[src/rtl/sar_trim_pkg.sv]
package sar_trim_pkg;

  // Sequencer phases: idle, searching one cell, stepping to the next cell, finished
  typedef enum logic [1:0] {
    SEQ_IDLE = 2'd0,
    SEQ_TRIM = 2'd1,
    SEQ_NEXT = 2'd2,
    SEQ_DONE = 2'd3
  } seq_state_e;

endpackage

[src/rtl/trim_seg_decode.sv]
module trim_seg_decode #(
  parameter int THERM_BITS = 2,
  parameter int BIN_BITS   = 4,
  localparam int CW    = THERM_BITS + BIN_BITS,
  localparam int UNITS = (1 << THERM_BITS) - 1
) (
  input  logic [CW-1:0]       code,
  output logic [UNITS-1:0]    therm,
  output logic [BIN_BITS-1:0] bin
);

  logic [THERM_BITS-1:0] hi;
  assign hi  = code[CW-1:BIN_BITS];
  assign bin = code[BIN_BITS-1:0];

  // Unit i is switched on whenever the coarse field exceeds i
  for (genvar i = 0; i < UNITS; i++) begin : g_unit
    assign therm[i] = (hi > THERM_BITS'(i));
  end

endmodule

[src/rtl/trim_store.sv]
module trim_store #(
  parameter int CW    = 6,
  parameter int DEPTH = 33,
  localparam int AW   = $clog2(DEPTH)
) (
  input  logic          clk,
  input  logic          we,
  input  logic [AW-1:0] waddr,
  input  logic [CW-1:0] wdata,
  input  logic [AW-1:0] raddr,
  output logic [CW-1:0] rdata
);

  logic [CW-1:0] mem [DEPTH];

  // Single write port, registered read: maps onto a simple dual-port RAM
  always_ff @(posedge clk) begin
    if (we) mem[waddr] <= wdata;
    rdata <= mem[raddr];
  end

endmodule

[src/rtl/sar_step.sv]
module sar_step #(
  parameter int CW       = 6,
  parameter int SETTLE_W = 8,
  localparam int BW      = $clog2(CW)
) (
  input  logic                clk,
  input  logic                rst,
  input  logic                init,
  input  logic                run,
  input  logic [SETTLE_W-1:0] settle,
  input  logic                cmp_low,
  output logic [CW-1:0]       code,
  output logic                last,
  output logic [CW-1:0]       result
);

  logic [BW-1:0]       bit_q;
  logic [SETTLE_W-1:0] wait_q;
  logic [CW-1:0]       probe;
  logic                decide;

  assign probe  = CW'(1) << bit_q;
  assign decide = run && (wait_q == settle);
  assign result = cmp_low ? code : (code & ~probe);
  assign last   = decide && (bit_q == '0);

  always_ff @(posedge clk) begin
    if (rst) begin
      code   <= '0;
      bit_q  <= '0;
      wait_q <= '0;
    end else if (init) begin
      code   <= CW'(1) << (CW - 1);
      bit_q  <= BW'(CW - 1);
      wait_q <= '0;
    end else if (run) begin
      if (!decide) begin
        wait_q <= wait_q + SETTLE_W'(1);
      end else begin
        wait_q <= '0;
        if (bit_q != '0) begin
          code  <= result | (CW'(1) << (bit_q - BW'(1)));
          bit_q <= bit_q - BW'(1);
        end else begin
          code <= result;
        end
      end
    end
  end

endmodule

[src/rtl/sar_trim_sequencer.sv]
module sar_trim_sequencer #(
  parameter int NUM_MSB    = 31,
  parameter int THERM_BITS = 2,
  parameter int BIN_BITS   = 4,
  parameter int SETTLE_W   = 8,
  localparam int CODE_W    = THERM_BITS + BIN_BITS,
  localparam int NUM_CELLS = NUM_MSB + 2,
  localparam int ADDR_W    = $clog2(NUM_CELLS),
  localparam int UNITS     = (1 << THERM_BITS) - 1
) (
  input  logic                clk,
  input  logic                rst,
  input  logic                start,
  input  logic [SETTLE_W-1:0] settle_cycles,
  input  logic                cmp_low,
  output logic [ADDR_W-1:0]   cell_sel,
  output logic                ref_master,
  output logic [UNITS-1:0]    trim_therm,
  output logic [BIN_BITS-1:0] trim_bin,
  output logic                done,
  input  logic [ADDR_W-1:0]   rd_addr,
  output logic [CODE_W-1:0]   rd_code
);
  import sar_trim_pkg::*;

  localparam logic [ADDR_W-1:0] LAST_CELL = ADDR_W'(NUM_CELLS - 1);

  seq_state_e          state;
  logic [ADDR_W-1:0]   cell_q;
  logic                phase_q;
  logic                done_q;
  logic [SETTLE_W-1:0] settle_q;

  logic                accept;
  logic                sar_init;
  logic                sar_run;
  logic                sar_last;
  logic [CODE_W-1:0]   sar_code;
  logic [CODE_W-1:0]   sar_result;

  assign accept   = start && (state == SEQ_IDLE || state == SEQ_DONE);
  assign sar_init = accept || (state == SEQ_NEXT && cell_q != LAST_CELL);
  assign sar_run  = (state == SEQ_TRIM);

  always_ff @(posedge clk) begin
    if (rst) begin
      state    <= SEQ_IDLE;
      cell_q   <= '0;
      phase_q  <= 1'b0;
      done_q   <= 1'b0;
      settle_q <= '0;
    end else begin
      unique case (state)
        SEQ_IDLE, SEQ_DONE: begin
          if (start) begin
            state    <= SEQ_TRIM;
            cell_q   <= '0;
            phase_q  <= 1'b0;
            done_q   <= 1'b0;
            settle_q <= settle_cycles;
          end
        end
        SEQ_TRIM: begin
          if (sar_last) state <= SEQ_NEXT;
        end
        SEQ_NEXT: begin
          if (cell_q == LAST_CELL) begin
            state  <= SEQ_DONE;
            done_q <= 1'b1;
          end else begin
            state   <= SEQ_TRIM;
            cell_q  <= cell_q + ADDR_W'(1);
            phase_q <= 1'b1;
          end
        end
        default: state <= SEQ_IDLE;
      endcase
    end
  end

  sar_step #(
    .CW       (CODE_W),
    .SETTLE_W (SETTLE_W)
  ) u_step (
    .clk     (clk),
    .rst     (rst),
    .init    (sar_init),
    .run     (sar_run),
    .settle  (settle_q),
    .cmp_low (cmp_low),
    .code    (sar_code),
    .last    (sar_last),
    .result  (sar_result)
  );

  trim_seg_decode #(
    .THERM_BITS (THERM_BITS),
    .BIN_BITS   (BIN_BITS)
  ) u_dec (
    .code  (sar_code),
    .therm (trim_therm),
    .bin   (trim_bin)
  );

  trim_store #(
    .CW    (CODE_W),
    .DEPTH (NUM_CELLS)
  ) u_store (
    .clk   (clk),
    .we    (sar_last),
    .waddr (cell_q),
    .wdata (sar_result),
    .raddr (rd_addr),
    .rdata (rd_code)
  );

  assign cell_sel   = cell_q;
  assign ref_master = phase_q;
  assign done       = done_q;

endmodule

[config.mk]
export PLATFORM = sky130hd
export DESIGN_NAME = sar_trim_sequencer
export DESIGN_NICKNAME = d
export VERILOG_FILES = /design/src/rtl/sar_trim_pkg.sv /design/src/rtl/trim_seg_decode.sv /design/src/rtl/trim_store.sv /design/src/rtl/sar_step.sv /design/src/rtl/sar_trim_sequencer.sv
export SDC_FILE = /design/constraint.sdc
export NUM_CORES = 1
export LEC_CHECK = 0
export ABC_AREA = 1
export BUFFER_PORTS_ARGS = -buffer_cell sky130_fd_sc_hd__buf_2
export CORE_UTILIZATION = 56
export DETAILED_ROUTE_END_ITERATION = 10
export GPL_TIMING_DRIVEN = 0
export PLACE_DENSITY = 0.87
export SLEW_MARGIN = 0
export SYNTH_ARGS = -nofsm -noshare
export SYNTH_HDL_FRONTEND = slang
export SYNTH_HIERARCHICAL = 1
export SYNTH_SLANG_ARGS = --single-unit
[constraint.sdc]
create_clock -name clk -period 2.4 [get_ports clk]
set_input_delay 0.48 -clock clk [delete_from_list [all_inputs] [get_ports clk]]
set_output_delay 0.48 -clock clk [all_outputs]
set_load 0.02 [all_outputs]
Yosys cells after proc, flatten, opt, wreduce, memory -nomap -nowiden
Memories as Yosys holds them, arrays and structs flattened. A register that Yosys moved wholly into a read port is not among the register bits.
Index checks and enable logic that the tools add are counted.
{"block": "word_totals", "memories": 1, "elab_cells": 79, "register_bits": 35, "output_inout_bits": 21, "mem_bits_rw": 198, "in_bits": 18}
{"block": "classes", "addsub": 3, "eq_ne": 10, "reduce_logical": 23, "n_mux": 24, "n_lt_le_gt_ge": 3, "bitwise_logic": 3, "shift": 2}
{"name": "u_store.mem", "words": 33, "width": 6, "read_ports": 1, "rd_ports_with_merged_regs": 1, "write_ports": 1, "line_no": "trim_store.sv:14", "rtl": "logic [CW-1:0] mem [DEPTH];"}
{"operator": "2-to-1 mux 6 bit", "count": 7}
{"operator": "2-to-1 mux 3 bit", "count": 4}
{"operator": "one-hot mux 6 bit (2 select lines)", "count": 1}
{"operator": "AND reduction 3 bit", "count": 4}
{"operator": "<< shifter 1 x 3 -> 6 bit, first input constant", "count": 2}
{"operator": "adder 8 x 1 -> 8 bit, second input constant", "count": 1}
{"operator": "equality test 8 bit", "count": 1}
{"operator": "2-to-1 mux 8 bit", "count": 1}
{"operator": "AND reduction 2 bit", "count": 4}
{"operator": "nonzero test 2 bit", "count": 4}
{"operator": "adder 6 x 1 -> 6 bit, second input constant", "count": 1}
{"operator": "bitwise AND 6 bit", "count": 1}
{"operator": "equality test 6 bit, second input constant", "count": 1}
{"operator": "2-to-1 mux 2 bit", "count": 3}
{"operator": "inequality test 2 bit, second input constant", "count": 3}
{"operator": "inequality test 6 bit, second input constant", "count": 1}
{"operator": "NOT 6 bit", "count": 1}
{"operator": "bitwise OR 6 bit", "count": 1}
{"operator": "one-hot mux 2 bit (3 select lines)", "count": 1}
{"operator": "2-to-1 mux 1 bit", "count": 5}
{"operator": "equality test 2 bit, second input constant", "count": 2}
{"operator": "greater-than comparator 2 x 1 -> 1 bit, second input constant", "count": 2}
{"operator": "logical AND 1 bit", "count": 4}
{"operator": "one-hot mux 1 bit (2 select lines)", "count": 2}
{"operator": "other kinds (9)", "count": 11}

Logic depth before layout (Yosys ltp)
{"block": "logic_depth", "word_depth": 9, "ltp_mapped": 12, "depth_no_buf": 11}

By module
The synthesis kept the hierarchy.
{"mod": "trim_store", "seq_area_each_um2": 6065.8, "cells_each": 716, "n_inst": 1, "area_each_um2": 8294.2}
{"mod": "sar_step", "seq_area_each_um2": 340.3, "cells_each": 202, "n_inst": 1, "area_each_um2": 1236.2}
{"mod": "sar_trim_sequencer", "seq_area_each_um2": 360.3, "cells_each": 131, "n_inst": 1, "area_each_um2": 930.9}
{"mod": "trim_seg_decode", "seq_area_each_um2": 0.0, "cells_each": 10, "n_inst": 1, "area_each_um2": 52.6}

Least setup slack after synthesis
OpenSTA, ideal clock, no wires.
{"block": "synth_path", "kind": "flip-flop to flip-flop", "from": "register state[1]", "to": "memory u_store.mem[0][0] (enable)", "t_arrival_ns": 1.877, "setup_time_ns": 0.350, "path_slack_ns": 0.173, "path_buffers": 1, "required_time_ns": 2.050, "stages_incl_launch_ff": 12, "synth_period_minus_slack_ns": 2.227, "cell_sequence": "dfxtp_1 inv_1 ha_1 buf_2 nand4_1 nor2_1 nand2_1 nor2_1 inv_1 nor2_1 nand2_1 nor2_1"}
{"block": "synth_between", "elab_chain_cells": 5}
{"element": "start, declared", "line_no": "sar_trim_sequencer.sv:28", "rtl": "seq_state_e state;"}
{"element": "start signal, assigned", "line_no": "sar_trim_sequencer.sv:47", "rtl": "state <= SEQ_IDLE;"}
{"element": "start signal, assigned", "line_no": "sar_trim_sequencer.sv:56", "rtl": "state <= SEQ_TRIM;"}
{"element": "start signal, assigned", "line_no": "sar_trim_sequencer.sv:64", "rtl": "if (sar_last) state <= SEQ_NEXT;"}
{"element": "equality test 2 x 1 -> 1 bit", "line_no": "sar_trim_sequencer.sv:43", "rtl": "assign sar_run = (state == SEQ_TRIM);"}
{"element": "via sar_run", "line_no": "sar_trim_sequencer.sv:36", "rtl": "logic sar_run;"}
{"element": "logical AND 1 bit", "line_no": "sar_step.sv:23", "rtl": "assign decide = run && (wait_q == settle);"}
{"element": "logical AND 1 bit", "line_no": "sar_step.sv:25", "rtl": "assign last = decide && (bit_q == '0);"}
{"element": "via sar_last", "line_no": "sar_trim_sequencer.sv:37", "rtl": "logic sar_last;"}
{"element": "2-to-1 mux 1 bit", "line_no": "trim_store.sv:18", "rtl": "if (we) mem[waddr] <= wdata;"}
{"element": "2-to-1 mux 1 bit (implied by the code)", "line_no": "trim_store.sv:18"}
{"element": "end, declared", "line_no": "trim_store.sv:14"}
The timed path passes the listed nets, and every way through them passes these cells.

Worst setup path after layout
{"block": "layout_path", "from": "register u_step.wait_q[4]", "to": "memory u_store.mem[17][5] (enable)"}
{"block": "layout_between", "elab_chain_cells": 5}
{"element": "start, declared", "line_no": "sar_step.sv:18", "rtl": "logic [SETTLE_W-1:0] wait_q;"}
{"element": "start signal, assigned", "line_no": "sar_step.sv:38", "rtl": "wait_q <= wait_q + SETTLE_W'(1);"}
{"element": "equality test 8 bit", "line_no": "sar_step.sv:23"}
{"element": "logical AND 1 bit", "line_no": "sar_step.sv:23"}
{"element": "logical AND 1 bit", "line_no": "sar_step.sv:25"}
{"element": "via sar_last", "line_no": "sar_trim_sequencer.sv:37"}
{"element": "2-to-1 mux 1 bit", "line_no": "trim_store.sv:18"}
{"element": "2-to-1 mux 1 bit (implied by the code)", "line_no": "trim_store.sv:18"}
The timed path passes the listed nets, and every way through them passes these cells.

==> flow_metrics.tcl <==
set metrics [dict create \
    area_delta_synth_final_pct 15.0 \
    floorplan.core_area_um2 18200 \
    avgViaCountPerCell 5.91 \
    required_ns 2.59 \
    fin_crit_ns 2.35 \
    grt_pass1_vias 7647 \
    count_of_nets_left_with_antenna_violations_after_detail_routing 0 \
    globalRouteMet2Util_pct 45.9 \
    grtUsageMet1_pct 34.8 \
    netlist.area_leader.share_pct 56.6 \
    number_of_register_bits_inferred_by_synthesis 239 \
    internal-power_uw 7030 \
    worst_hold_slack_ns 0.216 \
    power_frac_comb_pct 13.4 \
    wirelength_um 26300 \
    yosys.area.top_type "edfxtp_1" \
    wl_per_cell_um 19.1 \
    row_count 49 \
    slew-limit-headroom_pct 20.4 \
    cts-buffers-inserted 24 \
    crit_type "reg2reg" \
    timing.final.hold_violations 0 \
    number_of_enable_type_register_cells_in_the_synthesized_netlist 198 \
    final_worst_path_period_share_pct 98.0 \
    number_of_hold_repair_buffers_added_at_the_cts_stage 0 \
    synth.lib_cells_used.distinct 32 \
    netSwitchingPower_uw 2430 \
    fraction_of_synthesis_flops_using_an_asynchronous_set_or_reset_pin_pct 0 \
    number_of_levels_in_the_clock_h_tree 1 \
    io_buffer_count 36 \
    die_area_um2 19300 \
    fillerInstances 1256 \
    finalCoreUtilization_pct 66.4 \
    seqCellArea_um2 6770 \
    warning_count_from_the_yosys_run 6 \
    synth_commonest_cells "nand2_1 (340), edfxtp_1 (198), nand3_1 (196), nor2_1 (83), inv_1 (59)" \
    first_iter_violations 783 \
    globalRoute.busiestLayer "met2" \
    post_synthesis_instance_area_um2 10500 \
    maxSlewViolCount 0 \
    hpwlAfterDp_um 16500 \
    clk_pin_slew_ns 0.06 \
    crit_path_most_repeated_cell "nor2_4" \
    drt_drc_violations_left 0 \
    most_frequent_cell_after_synthesis "nand2_1" \
    cpMaxStageDelayCell "dfxtp_1" \
    route.vias.total 8132 \
    clock-skew-final_ns 0.00723 \
    start_util_pct 57.7 \
    cts_tree "yes" \
    clkLatencyLatePin_ns 0.52 \
    gp_routability_congestion 0.998 \
    max_freq_mhz 425 \
    cp_max_fo 8 \
    setup_violations 0 \
    min-delay-path-class "in2reg" \
    synth_top_flop_cell "edfxtp_1" \
    num-nets-final 1160 \
    antenna_cells_inserted 0 \
    grt_start_max_net_pins 35 \
    drive_gt1_share_pct 16.2 \
    worst-slew-pin-transition_ns 1.19 \
    max_cap_violations 0 \
    die-height_um 139 \
    wire_length_of_the_first_global_routing_pass_um 40400 \
    power.leakage_uw 0.00468 \
    clock_power_share_pct 37.3 \
    post_synth_inst_count 1059 \
    multi_input_comb_area_um2 3470 \
    top_level_ports 39 \
    antenna_found_initial 0 \
    netSwitchingFraction_pct 25.6 \
    critical_path_arrival_ns 2.54 \
    clock_sinks 239 \
    pwr-share-seq_pct 49.3 \
    aggregate_global_routing_overflow 0 \
    synth_fp_nets 1091 \
    syn-mean-instance-area_um2 9.93 \
    power.density_nw_per_um2 782 \
    synth_seq_area_share_pct 64.4 \
    setup.worst_path.end_class "register" \
    drt_pre_antenna_iters 8 \
    fp.dieW_um 139 \
    clk_root_buffer_cell "clkbuf_16" \
    timing.critical_path.from_type "register" \
    grt_use_met3_pct 5.04 \
    worstPathCellList "inv_2, nand2_2, nand3_1, nor3_1, nand2_1, nor2_4, inv_1, nor2_4, buf_4, nand2_8, nor2_4" \
    cells_taking_the_most_area_after_synthesis "edfxtp_1 (57%), nand2_1 (12%), nand3_1 (9.3%)" \
    status "completed" \
    worst_ir_drop_vdd_uv 686 \
    max_stage_delay_ns 0.44 \
    clockBufferDepth 3 \
    global_router_s_overall_resource_usage_pct 27.1 \
]
==> flip-flops by register name, indices dropped and copies added, names as in the netlist <==
| name | count |
|---|---|
| done | 1 |
| u_store/rdata | 6 |
| settle_q | 8 |
| u_step/code | 6 |
| u_store/mem | 198 |
| cell_sel | 6 |
| u_step/bit_q | 3 |
| state | 2 |
| ref_master | 1 |
| u_step/wait_q | 8 |
==> layout by cell type, fill, tap and decap left out, types with 3 or more instances in the layout <==
cell | Yosys | layout
buf_6 | 7 | 7
buf_4 | 9 | 15
buf_2 | 21 | 56
nor2_4 | 0 | 27
nor3_1 | 7 | 7
clkbuf_16 | 0 | 25
clkinv_1 | 1 | 3
nand4_1 | 6 | 6
nor2_2 | 3 | 12
nand2_1 | 340 | 338
dfxtp_2 | 0 | 3
nand2_2 | 5 | 5
a21oi_1 | 16 | 16
ha_1 | 14 | 13
clkbuf_1 | 7 | 18
inv_1 | 59 | 57
inv_2 | 9 | 10
nand3_1 | 196 | 194
edfxtp_1 | 198 | 198
dfxtp_1 | 41 | 38
o21ai_0 | 19 | 18
nor2_1 | 83 | 47
==> timing repair <==
| item | 4_1_cts | 5_1_grt |
|---|---|---|
| setup buffers | 0 | 7 |
| gates resized for setup | 66 | 17 |
| endpoints found under the setup margin | 203 | 235 |
| gates cloned | 0 | 1 |
| pin swaps | 1 | 7 |
==> final timing paths <==
kind,start,slack [ns],depth (start not counted),end
max,u_step/wait_q[4],0.05,11,u_store/mem[17][5]
min,settle_cycles[7],0.22,3,settle_q[7]
max reg2reg,u_step/wait_q[4],0.05,11,u_store/mem[17][5]
min reg2reg,u_store/mem[32][0],0.44,2,u_store/rdata[0]
==> worst max-delay path, delay by kind of cell (launching register included) <==
| family | cells | cell delay [ns] |
|---|---|---|
| and+or+nand+nor | 8 | 1.25 |
| DFF | 1 | 0.44 |
| buffers and inverters | 3 | 0.33 |
==> layer usage <==
metal / wire [µm] / vias to the layer above
li1: - / 3709
met1: 9800 / 3770
met2: 12400 / 550
met3: 2860 / 103
met4: 1160 / 0
met5: 0 / -
==> stage by stage <==
step	total power [µW]	setup TNS (ns)	area [µm²]	worst slack (ns)	std cells
2_1_floorplan	5560	0	10500	0.173	1059
3_3_place_gp	5850	-69.78	11000	-0.445	1324
3_5_place_dp	5890	-83.41	11000	-0.541	1324
4_1_cts	9400	-2.20	12000	-0.0491	1368
5_1_grt	9780	-0.224	12100	-0.0382	1375
6_report	9460	0	12100	0.0485	1375
==> cell families (layout without fill, tap and decap cells) <==
kind of cell / count (synthesis) / count (layout) / synth area share (%)
DFF: 239 / 239 / 64.4
xor gates and xnor gates: 2 / 2 / 0.167
adders and majority gates: 14 / 14 / 1.67
AOI/OAI and AO/OA: 38 / 38 / 1.98
buffers and inverters: 118 / 205 / 5.37
and+or+nand+nor: 648 / 648 / 26.5
==> power by group through the flow <==
stage	combinational, µW	clock [µW]	sequential, µW
CTS	1190	3540	4660
global route	1390	3710	4680
global placement	1110	0	4740
finish	1270	3520	4660
detailed placement	1150	0	4740
floorplan	815	0	4740
==> area by class of cell <==
type | count | area share [%]
Sequential cell | 239 | 56.0
Timing Repair inverter | 1 | 0.0621
Inverter | 71 | 2.28
Multi-Input combinational cell | 702 | 28.7
Tap cell | 229 | 2.37
Timing Repair Buffer | 43 | 2.03
Clock inverter | 7 | 0.507
Buffer | 46 | 2.38
Clock buffer | 37 | 5.63
(Power assumes the default switching activity.)
